--- config.mk ---
export PLATFORM = sky130hd
export DESIGN_NAME = pulse_thinner
export DESIGN_NICKNAME = d
export VERILOG_FILES = /design/src/rtl/pulse_thinner_pkg.sv /design/src/rtl/pt_ref_divider.sv /design/src/rtl/pt_scheduler.sv /design/src/rtl/pt_tally.sv /design/src/rtl/pulse_thinner.sv
export SDC_FILE = /design/constraint.sdc
export NUM_CORES = 1
export LEC_CHECK = 0
export BUFFER_PORTS_ARGS = -buffer_cell sky130_fd_sc_hd__buf_2
export CORE_MARGIN = 5
export CORE_UTILIZATION = 55
export CTS_CLUSTER_DIAMETER = 30
export DETAILED_ROUTE_END_ITERATION = 7
export GPL_TIMING_DRIVEN = 0
export PLACE_DENSITY = 0.79
export SETUP_SLACK_MARGIN = 0.5
export SLEW_MARGIN = 0
export SYNTH_ARGS = -nofsm -noshare
export SYNTH_HDL_FRONTEND = slang
export SYNTH_SLANG_ARGS = --single-unit
export TNS_END_PERCENT = 5
--- constraint.sdc ---
create_clock -name clk -period 4.14 [get_ports clk]
set_clock_uncertainty 0.05 [all_clocks]
set_input_delay 0.207 -clock clk [delete_from_list [all_inputs] [get_ports clk]]
set_output_delay 0.207 -clock clk [all_outputs]
set_load 0.05 [all_outputs]
--- src/rtl/pulse_thinner_pkg.sv ---
package pulse_thinner_pkg;

   // Behaviour of a tally at its top value
   typedef enum logic {
      TALLY_WRAP     = 1'b0,
      TALLY_SATURATE = 1'b1
   } tally_mode_e;

   localparam int unsigned DEF_CNT_W   = 8;
   localparam int unsigned DEF_TALLY_W = 16;
   localparam int unsigned N_TALLIES   = 2;
   localparam int unsigned TALLY_PASS  = 0;
   localparam int unsigned TALLY_DROP  = 1;

endpackage

--- src/rtl/pt_ref_divider.sv ---
module pt_ref_divider #(
   parameter int unsigned CNT_W = 8
) (
   input  logic             clk,
   input  logic             rst_n,
   input  logic             ref_tick,
   input  logic [CNT_W-1:0] div_count,
   output logic             enable,
   output logic             remove_req
);

   localparam logic [CNT_W-1:0] ONE = CNT_W'(1);

   logic [CNT_W-1:0] tick_cnt;
   logic             at_limit;

   assign enable     = (div_count != '0);
   // >= so that lowering the count below the ticks already seen fires on the next tick
   assign at_limit   = (tick_cnt >= (div_count - ONE));
   assign remove_req = enable && ref_tick && at_limit;

   always_ff @(posedge clk or negedge rst_n) begin
      if (!rst_n) begin
         tick_cnt <= '0;
      end else if (!enable) begin
         tick_cnt <= '0;
      end else if (ref_tick) begin
         tick_cnt <= at_limit ? '0 : tick_cnt + ONE;
      end
   end

endmodule

--- src/rtl/pt_scheduler.sv ---
module pt_scheduler (
   input  logic clk,
   input  logic rst_n,
   input  logic enable,
   input  logic remove_req,
   input  logic pulse_in,
   output logic remove_now,
   output logic overrun
);

   logic pending;
   logic armed;

   assign armed      = pending || remove_req;
   assign remove_now = enable && pulse_in && armed;

   always_ff @(posedge clk or negedge rst_n) begin
      if (!rst_n) begin
         pending <= 1'b0;
      end else if (!enable) begin
         pending <= 1'b0;
      end else if (remove_now) begin
         pending <= 1'b0;          // any second request this cycle is dropped
      end else begin
         pending <= armed;
      end
   end

   always_ff @(posedge clk or negedge rst_n) begin
      if (!rst_n) begin
         overrun <= 1'b0;
      end else if (remove_req && pending) begin
         overrun <= 1'b1;
      end
   end

endmodule

--- src/rtl/pt_tally.sv ---
module pt_tally
   import pulse_thinner_pkg::*;
#(
   parameter int unsigned W    = 16,
   parameter tally_mode_e MODE = TALLY_WRAP
) (
   input  logic         clk,
   input  logic         rst_n,
   input  logic         inc,
   output logic [W-1:0] count
);

   localparam logic [W-1:0] STEP = W'(1);
   localparam logic [W-1:0] TOP  = {W{1'b1}};

   logic bump;

   generate
      if (MODE == TALLY_SATURATE) begin : g_sat
         assign bump = inc && (count != TOP);
      end else begin : g_wrap
         assign bump = inc;
      end
   endgenerate

   always_ff @(posedge clk or negedge rst_n) begin
      if (!rst_n) begin
         count <= '0;
      end else if (bump) begin
         count <= count + STEP;
      end
   end

endmodule

--- src/rtl/pulse_thinner.sv ---
module pulse_thinner
   import pulse_thinner_pkg::*;
#(
   parameter int unsigned CNT_W      = DEF_CNT_W,
   parameter int unsigned TALLY_W    = DEF_TALLY_W,
   parameter tally_mode_e TALLY_MODE = TALLY_WRAP
) (
   input  logic               clk,
   input  logic               rst_n,
   input  logic               pulse_in,
   input  logic               ref_tick,
   input  logic [CNT_W-1:0]   div_count,
   output logic               pulse_out,
   output logic               overrun,
   output logic [TALLY_W-1:0] passed_count,
   output logic [TALLY_W-1:0] removed_count
);

   generate
      if (CNT_W < 1 || CNT_W > 32) begin : g_bad_cnt_w
         $error("pulse_thinner: CNT_W must lie in 1..32");
      end
      if (TALLY_W < 2 || TALLY_W > 64) begin : g_bad_tally_w
         $error("pulse_thinner: TALLY_W must lie in 2..64");
      end
   endgenerate

   logic enable;
   logic remove_req;
   logic remove_now;
   logic pass_now;
   logic [N_TALLIES-1:0] tally_inc;
   logic [TALLY_W-1:0]   tally_val [N_TALLIES];

   pt_ref_divider #(
      .CNT_W (CNT_W)
   ) u_div (
      .clk        (clk),
      .rst_n      (rst_n),
      .ref_tick   (ref_tick),
      .div_count  (div_count),
      .enable     (enable),
      .remove_req (remove_req)
   );

   pt_scheduler u_sched (
      .clk        (clk),
      .rst_n      (rst_n),
      .enable     (enable),
      .remove_req (remove_req),
      .pulse_in   (pulse_in),
      .remove_now (remove_now),
      .overrun    (overrun)
   );

   assign pass_now = pulse_in && !remove_now;

   always_ff @(posedge clk or negedge rst_n) begin
      if (!rst_n) begin
         pulse_out <= 1'b0;
      end else begin
         pulse_out <= pass_now;
      end
   end

   assign tally_inc[TALLY_PASS] = pass_now;
   assign tally_inc[TALLY_DROP] = remove_now;

   generate
      for (genvar gi = 0; gi < N_TALLIES; gi++) begin : g_tally
         pt_tally #(
            .W    (TALLY_W),
            .MODE (TALLY_MODE)
         ) u_tally (
            .clk   (clk),
            .rst_n (rst_n),
            .inc   (tally_inc[gi]),
            .count (tally_val[gi])
         );
      end
   endgenerate

   assign passed_count  = tally_val[TALLY_PASS];
   assign removed_count = tally_val[TALLY_DROP];

endmodule

==> metrics.md, run 1 <==
| Metric | Value |
|---|---|
| Run status | finished, violations left |
| Failing checks | negative hold slack |
| Initial DRT Pass Iterations | 4 |
| Post_cts resized | 0 |
| Tightest Hold Check Type | primary input to async pin |
| Most frequent cells in the layout | 45 x buf_2, 43 x dfrtp_1, 26 x xnor2_1, 21 x nand2_1, 15 x nor2_1 |
| WS Path Type | primary input to flip-flop |
| Area Growth Syn to Fin | 15.7% |
| Die Footprint | 5730 um2 |
| Top delay family on crit path | simple AND/OR/NAND/NOR gates |
| Critical R2R Launch | u_div.tick_cnt[5] |
| Clk_lat worst skew | 0.29 ns |
| FMAX | 0.338 GHz |
| Unrepaired setup endpoints after global routing | false |
| Ys flop type | dfrtp_1 |
| Vias in the first global route | 1778 |
| Yosys Warn Count | 0 |
| Cell Area, Synth | 2370 um2 |
| Area post-placement | 2660 um2 |
| Setup TNS | 0 ns |
| Total number of vias | 1831 |
| WP data arrival | 3.09 ns |
| Cells after synthesis | 225 |
| Nets | 302 |
| Initial antenna violation count | 0 |
| #FFs+latches synth | 43 |
| Netlist cell types | 41 |
| Filler cell count | 346 |
| Lkg Pwr | 0.00138 uW |
| Iter 0 DRT Violations | 102 |
| Post-synthesis sequential area ratio | 0.453 |
| Slowest-stage cell, CP | nor4_1 |
| # diodes | 0 |
| Worst slew pin tran | 0.925 ns |
| Worst hold margin | -0.00445 ns |
| Placeable Area | 4090 um2 |
| Port-buffer cells | 45 |
| DP Wirelength | 3.50 mm |
| Post-synth EDFFs | 0 |
| CTS buffer count | 5 |
| Crit path from | div_count[5] |
| DRC Markers | 0 |
| Hold Vio Cnt, Final | 11 |
| Final Cell Area | 2750 um2 |
| Top area cells in the synthesized netlist | dfrtp_1 45%, xnor2_1 9.6%, ha_1 6.8% |
| Crit-path cells | buf_2 > or4_4 > nor4_1 > xnor2_1 > ha_1 > nand4_1 > nor2_1 > a2111oi_2 > nor4_1 > nand3_1 > xnor2_1 |
| Post-DRT Antenna Nets | 0 |
| WP data required | 4.27 ns |
| Layout cells sized above 1 | 0.248 |
| TritonCTS clock tree | yes |
| I/O pin count | 46 |
| Die Wd | 75.7 um |
| Total Routed Length | 4.59 mm |
| Worst Path Buf+Inv | 1 |
| Post-synthesis async set-or-reset flop share | 1.00 |
| Post-synthesis net count | 250 |
| Finish-stage setup viols | 0 |
| Top cell type's share of synthesized area | 0.453 |
| Largest net degree at the start of global routing | 44 |
| Multi-input gate area | 1240 um2 |
| H-tree levels | 2 |
| Via density per instance | 5.58 |
| Power Density | 510 nW/um2 |
| Total gr overflow | 0 |
| Total of max-cap violations | 0 |
| First-pass GRT wire length | 7.75 mm |
| Max IR drop VDD | 0.304 mV |
| Wire per inst | 14.0 um |
| # rows | 23 |
| FF/Latch Area | 1080 um2 |
| Critical path fanouts, max | 4 |
| Worst slew margin | 0.383 |
| Hold_buf cts | 0 |
| Sink count of the clock tree | 43 |
| Fin crit period | 2.96 ns |
| Reg clk slew, reported paths | 0.08 ns |
| Syn Area/Cell | 10.6 um2 |
| Tcrit/Tclk final | 0.715 |
| Max incr delay on CP | 0.58 ns |
| Critical path launch point type | primary input |
| CP endpoint kind | flip-flop |
| Clock buffer depth | 2 |
| Max-slew violations | 0 |
| GPL Wtd Cong | 0.876 |
| Most common cell after layout, fill and taps aside | buf_2 |
| Starting Density | 0.581 |
| Setup bufs post-CTS | 0 |
| Synth area leader | dfrtp_1 |
| DIE HEIGHT | 75.7 um |
| Tot GR Track Use | 0.175 |
| CTS root buffer | clkbuf_8 |
==> kinds of logic after synthesis <==
group / Yosys count / share of synthesized area
fa+ha+maj: 13 / 0.0685
mux: 2 / 0.00948
flops: 43 / 0.453
buf+inv: 14 / 0.0258
compound gates: 24 / 0.0885
simple gates: 93 / 0.222
xor+xnor: 36 / 0.133
==> per-stage QoR <==
| step | utilization | power (uW) | instances | hold slack [ns] | setup slack, ns |
|---|---|---|---|---|---|
| after global placement | 0.652 | 1140 | 320 | 0.344 | 0.832 |
| after detailed placement | 0.652 | 1150 | 320 | 0.354 | 0.881 |
| final | 0.672 | 1400 | 328 | -0.00445 | 1.18 |
| after floorplan | - | 1010 | 225 | -0.139 | 1.29 |
| after global routing | 0.672 | 1490 | 328 | 0.0824 | 0.871 |
| after CTS | 0.672 | 1410 | 328 | 0.0283 | 1.18 |
==> power by group <==
part           switching (uW)  internal (uW)  leakage (uW)  total (uW)
Sequential               95.2            500      0.000554         595
Combinational             373            175      0.000780         548
Clock                     139            118     0.0000412         257
Total                     607            793       0.00138        1400
==> final timing paths <==
path	to	slack, ns	cells after the start
worst min register to register	g_tally[1].u_tally.count[15]	0.42	1
worst max-delay path	g_tally[1].u_tally.count[12]	1.18	11
worst max register to register	g_tally[1].u_tally.count[12]	1.68	7
min in group clk	u_sched.pending	0.10	2
max in group asynchronous	u_div.tick_cnt[0]	3.46	1
worst min-delay path	g_tally[0].u_tally.count[14]	-0.004	1
==> per-layer routing <==
layer | vias up | global-route usage | wire length [um]
li1 | 905 | - | -
met5 | - | 0 | 0
met3 | 5 | 0.0396 | 255
met2 | 45 | 0.293 | 2160
met1 | 876 | 0.226 | 2120
met4 | 0 | 0.0524 | 55
==> registers in the layout (all words and copies together), names as in the netlist <==
name	flops
u_sched.pending	1
g_tally.u_tally.count	32
pulse_out	1
u_div.tick_cnt	8
u_sched.overrun	1
==> final cells by class <==
| class | count | share of cell area |
|---|---|---|
| Clock inverter | 2 | 0.00455 |
| Sequential cell | 43 | 0.392 |
| Multi-Input combinational cell | 168 | 0.450 |
| Inverter | 12 | 0.0168 |
| Clock buffer | 6 | 0.0264 |
| Tap cell | 50 | 0.0228 |
| Timing Repair Buffer | 45 | 0.0820 |
| Buffer | 2 | 0.00546 |
==> cell usage after synthesis, drive strengths merged, types with 2 or more instances <==
| master | n |
|---|---|
| nor4 | 4 |
| nor3 | 7 |
| xor2 | 10 |
| nand3 | 13 |
| dfrtp | 43 |
| xnor2 | 26 |
| nand2 | 21 |
| and3 | 9 |
| or3 | 2 |
| mux2 | 2 |
| nand4 | 9 |
| nor2 | 15 |
| o21ai | 7 |
| nand4b | 5 |
| and4 | 2 |
| a21oi | 6 |
| ha | 13 |
| inv | 11 |
| a211oi | 3 |
No activity file was read; power rests on OpenSTA's default activity.
==> run 2: changes to the inputs <==
- clock period: 4.14 -> 2.9 ns (I/O delays scaled with it)
==> run 2 against run 1 <==
Compared with the run above: the flow now finishes without violations; utilization grew 2.7 points; clock power grew 44%; cell area grew 4.1%; global-route usage grew 0.72 points; critical path type unchanged.
==> metrics.md, run 2 (synthesis gave the netlist of run 1 again) <==
| Metric | Value |
|---|---|
| Crit-path cells | buf_2 > or4_4 > nor2_1 > xnor2_1 > ha_1 > nand4_1 > nor2_4 > a211oi_4 > a22oi_4 > buf_4 > nor4_4 > xor2_1 |
| Vias in the first global route | 1799 (+1.2%) |
| Hold Path Cell Cnt | 2 |
| Die Footprint | 5730 um2 (unchanged) |
| Worst slew margin | 0.378 (-0.00509) |
| DIE HEIGHT | 75.7 um (unchanged) |
| Run status | complete, no violations |
| Initial antenna violation count | 0 (unchanged) |
| Clk pwr share | 0.180 (-0.003) |
| Crit path from | div_count[5] |
| WS Path Type | primary input to flip-flop |
| CTS root buffer | clkbuf_8 |
| Layout cells sized above 1 | 0.296 (+0.0476) |
| # rows | 23 (unchanged) |
| R2R depth | 8 (+1) |
| Combinational power share | 0.406 (+0.014) |
| Critical path fanouts, max | 5 (+1) |
| Power Density | 721 nW/um2 (+41%) |
| Max IR drop VDD | 0.841 mV (+180%) |
| Filler cell count | 327 (-5.5%) |
| Biggest register | g_tally.u_tally.count |
| Lkg Pwr | 0.00141 uW (+2.5%) |
| Overall Power | 2060 uW (+47%) |
| Hold path startpoint | pulse_in |
| Most frequent cells in the layout | 45 x buf_2, 43 x dfrtp_1, 26 x xnor2_1, 20 x nand2_1 |
| FMAX | 0.409 GHz |
| CTS buffer count | 5 (unchanged) |
| Nets | 308 (+2.0%) |
| Worst Path Buf+Inv | 2 (+1) |
| I/O pin count | 46 (unchanged) |
| Met3 WL post-DR | 268 um (+5.1%) |
| Max incr delay on CP | 0.56 ns (-0.02 ns) |
| Critical path depth in cells | 12 (+1) |
| TritonCTS clock tree | yes |
| Max FFs per register | 32 (unchanged) |
| Worst slew pin tran | 0.933 ns (+0.00763 ns) |
| Iter 0 DRT Violations | 90 (-12%) |
| Slowest-stage cell, CP | or4_4 |
| Sink count of the clock tree | 43 (unchanged) |
| Biggest regs | g_tally.u_tally.count x32, u_div.tick_cnt x8 |
| Via density per instance | 5.51 (-1.3%) |
| Port-buffer cells | 45 (unchanged) |
| Max-slew violations | 0 (unchanged) |
| Starting Density | 0.581 (unchanged) |
| Met2 WL | 2.24 mm (+3.5%) |
| Critical R2R Launch | u_div.tick_cnt[2] |
| Wire per inst | 14.3 um (+1.9%) |
| Fin crit period | 2.44 ns |
| H-tree levels | 2 (unchanged) |
| Sw power | 903 uW (+49%) |
| Reg power frac | 0.414 (-0.011) |
| Total of max-cap violations | 0 (unchanged) |
| Reg clk slew, reported paths | 0.08 ns (about the same) |
| CP endpoint kind | flip-flop |
| Most common cell after layout, fill and taps aside | buf_2 |
| DP Wirelength | 3.52 mm (+0.62%) |
| M1 WL | 2.24 mm (+5.5%) |
| First-pass GRT wire length | 7.94 mm (+2.5%) |
| Unrepaired setup endpoints after global routing | true |
| Total gr overflow | 0 (unchanged) |
| WP data arrival | 2.61 ns (-0.48 ns) |
| Post-DRT Antenna Nets | 0 (unchanged) |
| Total Routed Length | 4.77 mm (+3.8%) |
| Sw Share | 0.438 (+0.00505) |
| Tightest Hold Check Type | primary input to flip-flop |
| Die Wd | 75.7 um (unchanged) |
| Tcrit/Tclk final | 0.842 |
| WP data required | 3.07 ns (-1.20 ns) |
| Finish-stage setup viols | 0 (unchanged) |
| GPL Wtd Cong | 0.803 (-8.3%) |
| Critical path launch point type | primary input |
| Clock buffer depth | 2 (unchanged) |
| # diodes | 0 (unchanged) |
| Initial DRT Pass Iterations | 4 (unchanged) |
| Total number of vias | 1840 (+0.49%) |
| Pint | 1160 uW (+46%) |
| Top delay family on crit path | simple AND/OR/NAND/NOR gates |
| Top sig layer | met4 |
| DRC Markers | 0 (unchanged) |
| Tot GR Track Use | 0.182 (+0.00716) |
| Placeable Area | 4090 um2 (unchanged) |
| Clk_lat worst skew | 0.29 ns (about the same) |
| Setup TNS | 0 ns (unchanged) |
| Largest net degree at the start of global routing | 44 (unchanged) |
| Hold Vio Cnt, Final | 0 (-11) |
| Area Growth Syn to Fin | 20.4% |
run 2: cell types whose count changed in the layout (fill, tap and decap cells not counted), moves of 2 or more:
cell,delta
nor3_2,+2
buf_4,+5
nor3_1,-2
nor4_1,-2
nor2_1,-2
run 2: what timing repair did:
| action | 4_1_cts | 5_1_grt |
|---|---|---|
| setup endpoints to repair | 27 | 30 |
| resized for setup | 7 | 3 |
| hold buffers | 1 | 0 |
| setup buffers | 2 | 3 |
| endpoints found under the hold margin | 43 | 0 |
| pin swaps | 5 | 3 |
run 2: power by group through the flow:
stage          clock [uW]  combinational [uW]  sequential [uW]
2_1_floorplan           0                 350             1100
3_3_place_gp            0                 775              860
3_5_place_dp            0                 799              863
4_1_cts               382                 823              852
5_1_grt               403                 911              875
6_report              371                 837              853
run 2: worst paths after layout:
check                                                     to  slack [ns]
worst max-delay path            g_tally[0].u_tally.count[15]        0.46
worst max register to register  g_tally[0].u_tally.count[15]        0.62
worst min-delay path                         u_sched.pending        0.04
min in group asynchronous        g_tally[1].u_tally.count[0]        0.48
worst min register to register  g_tally[0].u_tally.count[15]        0.42
max in group asynchronous                  u_div.tick_cnt[0]        1.74
run 2: worst reg2reg max path: cells and delay by family (launching register included):
family                     cells  cell delay, ns
adders and majority gates      1            0.34
and+or+nand+nor                1            0.27
AOI/OAI and AO/OA              4            0.81
DFF                            1            0.41
xor gates and xnor gates       1            0.16
buffers and inverters          1            0.17
run 2: stage by stage:
stage	util	setup WS (ns)	cells	hold WS (ns)	instance area [um2]
global placement	0.657	-0.0518	320	0.281	2690
finish	0.700	0.458	334	0.0436	2860
global route	0.700	0.323	334	0.0393	2860
detailed placement	0.657	-0.111	320	0.288	2690
CTS	0.689	0.471	331	0.0373	2810
floorplan	-	0.280	225	-0.201	2400
run 2: final cells by class:
| type | instances | area [um2] | share of cell area |
|---|---|---|---|
| Clock buffer | 6 | 72.6 | 0.0254 |
| Sequential cell | 43 | 1080 | 0.376 |
| Tap cell | 50 | 62.6 | 0.0219 |
| Timing Repair Buffer | 51 | 273 | 0.0954 |
| Clock inverter | 2 | 12.5 | 0.00438 |
| Buffer | 2 | 15.0 | 0.00525 |
| Multi-Input combinational cell | 168 | 1300 | 0.455 |
| Inverter | 12 | 46.3 | 0.0162 |
run 2: routing by layer:
| layer | global-route usage | vias up |
|---|---|---|
| met5 | 0 | - |
| met4 | 0.0505 | 0 |
| met3 | 0.0409 | 2 |
| met2 | 0.291 | 52 |
| met1 | 0.249 | 876 |
| li1 | - | 910 |
==> run 3: changes to the inputs <==
- clock period: 2.9 -> 2.3 ns (I/O delays scaled with it)
==> run 3 against run 2 <==
Compared with the run above: the run now ends with negative setup slack left; first-iteration DRC count increased by 6.7%; via count up 3.9%; utilization rose by 4.7 points; clock-buffer cell count unchanged; cell count rose by 1.8%; critical path depth grew 1; hold slack barely moved; critical path type unchanged.
==> metrics.md, run 3 (synthesis gave the netlist of run 1 again) <==
| Metric | Value |
|---|---|
| Fin crit period | 2.38 ns |
| Area Growth Syn to Fin | 28.5% |
| Critical path fanouts, max | 6 (+1) |
| Reg clk slew, reported paths | 0.08 ns (about the same) |
| Vias in the first global route | 1791 (-0.44%) |
| Via density per instance | 5.62 (+2.1%) |
| Sink count of the clock tree | 43 (unchanged) |
| WS Path Type | primary input to flip-flop |
| Top sig layer | met4 |
| WP data arrival | 2.52 ns (-0.09 ns) |
| Tot GR Track Use | 0.183 (+0.00141) |
| I/O pin count | 46 (unchanged) |
| CTS buffer count | 5 (unchanged) |
| Max IR drop VDD | 1.09 mV (+30%) |
| M1 WL | 2.42 mm (+8.2%) |
| Finished Layout Cells | 340 (+1.8%) |
| Area post-placement | 2690 um2 (unchanged) |
| Setup ws final | -0.0827 ns (-0.540 ns) |
| GPL Wtd Cong | 0.812 (+1.0%) |
| Worst slew margin | 0.381 (+0.00315) |
| Port-buffer cells | 45 (unchanged) |
| Overall Power | 2700 uW (+31%) |
| Most common cell after layout, fill and taps aside | dfrtp_1 |
| Power Density | 887 nW/um2 (+23%) |
| Max-slew violations | 0 (unchanged) |
| Initial antenna violation count | 0 (unchanged) |
| Die Footprint | 5730 um2 (unchanged) |
| Final Util | 0.746 (+0.0468) |
| Total of max-cap violations | 0 (unchanged) |
| Critical path launch point type | primary input |
| Most frequent cells in the layout | 43 x dfrtp_1, 42 x buf_2, 24 x xnor2_1, 17 x nand2_1 |
| DP Wirelength | 3.49 mm (-0.86%) |
| Met3 WL post-DR | 270 um (+0.75%) |
| First-pass GRT wire length | 8.00 mm (+0.79%) |
| FF/Latch Area | 1080 um2 (unchanged) |
| Multi-input gate area | 1410 um2 (+8.2%) |
| TritonCTS clock tree | yes |
| Total Routed Length | 5.30 mm (+11%) |
| Starting Density | 0.581 (unchanged) |
| Unrepaired setup endpoints after global routing | true |
| Tcrit/Tclk final | 1.04 |
| Iter 0 DRT Violations | 96 (+6.7%) |
| Hold Vio Cnt, Final | 0 (unchanged) |
| Lkg Pwr | 0.00150 uW (+6.2%) |
| Die Wd | 75.7 um (unchanged) |
| Worst slew pin tran | 0.928 ns (-0.00472 ns) |
| Wire per inst | 15.6 um (+9.1%) |
| Biggest regs | g_tally.u_tally.count x32, u_div.tick_cnt x8 |
| CP endpoint kind | flip-flop |
| Initial DRT Pass Iterations | 4 (unchanged) |
| Run status | finished, violations left |
| Clock buffer depth | 2 (unchanged) |
| Tightest Hold Check Type | primary input to flip-flop |
| Biggest register | g_tally.u_tally.count |
| Largest net degree at the start of global routing | 44 (unchanged) |
| Placed Instances | 320 (unchanged) |
| # rows | 23 (unchanged) |
| Failing checks | negative setup slack |
| Max FFs per register | 32 (unchanged) |
| Filler cell count | 278 (-15%) |
| Finish-stage setup viols | 19 (+19) |
| Met2 WL | 2.54 mm (+14%) |
| H-tree levels | 2 (unchanged) |
| Total gr overflow | 0 (unchanged) |
| Setup TNS | -0.746 ns (-0.746 ns) |
| Clk_lat worst skew | 0.29 ns (about the same) |
| Layout cells sized above 1 | 0.369 (+0.0732) |
| Placeable Area | 4090 um2 (unchanged) |
| Nets | 314 (+1.9%) |
| FMAX | 0.420 GHz |
| DIE HEIGHT | 75.7 um (unchanged) |
| WP data required | 2.44 ns (-0.63 ns) |
| Final Cell Area | 3050 um2 (+6.7%) |
| DRC Markers | 0 (unchanged) |
| Post-DRT Antenna Nets | 0 (unchanged) |
| CTS root buffer | clkbuf_8 |
| # diodes | 0 (unchanged) |
| Total number of vias | 1912 (+3.9%) |
-- run 3: final timing paths --
| path | startpoint | to | slack, ns | cells after the start |
|---|---|---|---|---|
| min | pulse_in | u_sched.pending | 0.04 | 2 |
| max in group asynchronous | rst_n | u_sched.pending | 1.18 | 2 |
| min reg2reg | g_tally[1].u_tally.count[15] | g_tally[1].u_tally.count[15] | 0.41 | 1 |
| max reg2reg | u_div.tick_cnt[2] | u_div.tick_cnt[0] | 0.06 | 8 |
| min in group asynchronous | rst_n | g_tally[1].u_tally.count[2] | 0.44 | 2 |
| max | div_count[0] | g_tally[1].u_tally.count[1] | -0.08 | 13 |
-- run 3: worst max-delay path, cell delays in order --
cell	delay [ns]
buf_2	0.15
inv_4	0.07
ha_4	0.13
inv_1	0.06
or3_4	0.33
xor2_1	0.16
ha_2	0.17
a211oi_2	0.30
nor2_4	0.10
buf_4	0.14
a2111o_1	0.34
nand2_4	0.12
mux2_2	0.33
-- run 3: timing repair --
action | 4_1_cts | 5_1_grt
hold endpoints to repair | 43 | 0
buffers inserted | 5 | 5
setup endpoints to repair | 43 | 43
hold buffers | 1 | 0
gates resized for setup | 22 | 19
pin swaps | 30 | 13
gates cloned | 0 | 1
-- run 3: metal layers --
metal / track usage / vias to the layer above
met3: 0.0435 / 7
met4: 0.0524 / 0
met1: 0.245 / 933
met2: 0.298 / 47
met5: 0 / -
li1: - / 925
-- run 3: layout make-up --
type | instances | area share
Buffer | 2 | 0.00615
Clock buffer | 6 | 0.0238
Clock inverter | 2 | 0.00410
Inverter | 12 | 0.0164
Multi-Input combinational cell | 168 | 0.461
Sequential cell | 43 | 0.353
Tap cell | 50 | 0.0205
Timing Repair Buffer | 57 | 0.115
-- run 3: where the power goes --
group,internal (uW),switching (uW)
clock network,212,262
registers,900,177
logic,388,765
total,1500,1200
-- run 3: stage by stage --
step / worst slack [ns] / hold slack, ns
after floorplan: -0.290 / -0.231
after global placement: -0.632 / 0.252
after detailed placement: -0.649 / 0.257
after CTS: -0.0616 / 0.0237
after global routing: -0.150 / 0.0309
final: -0.0827 / 0.0434
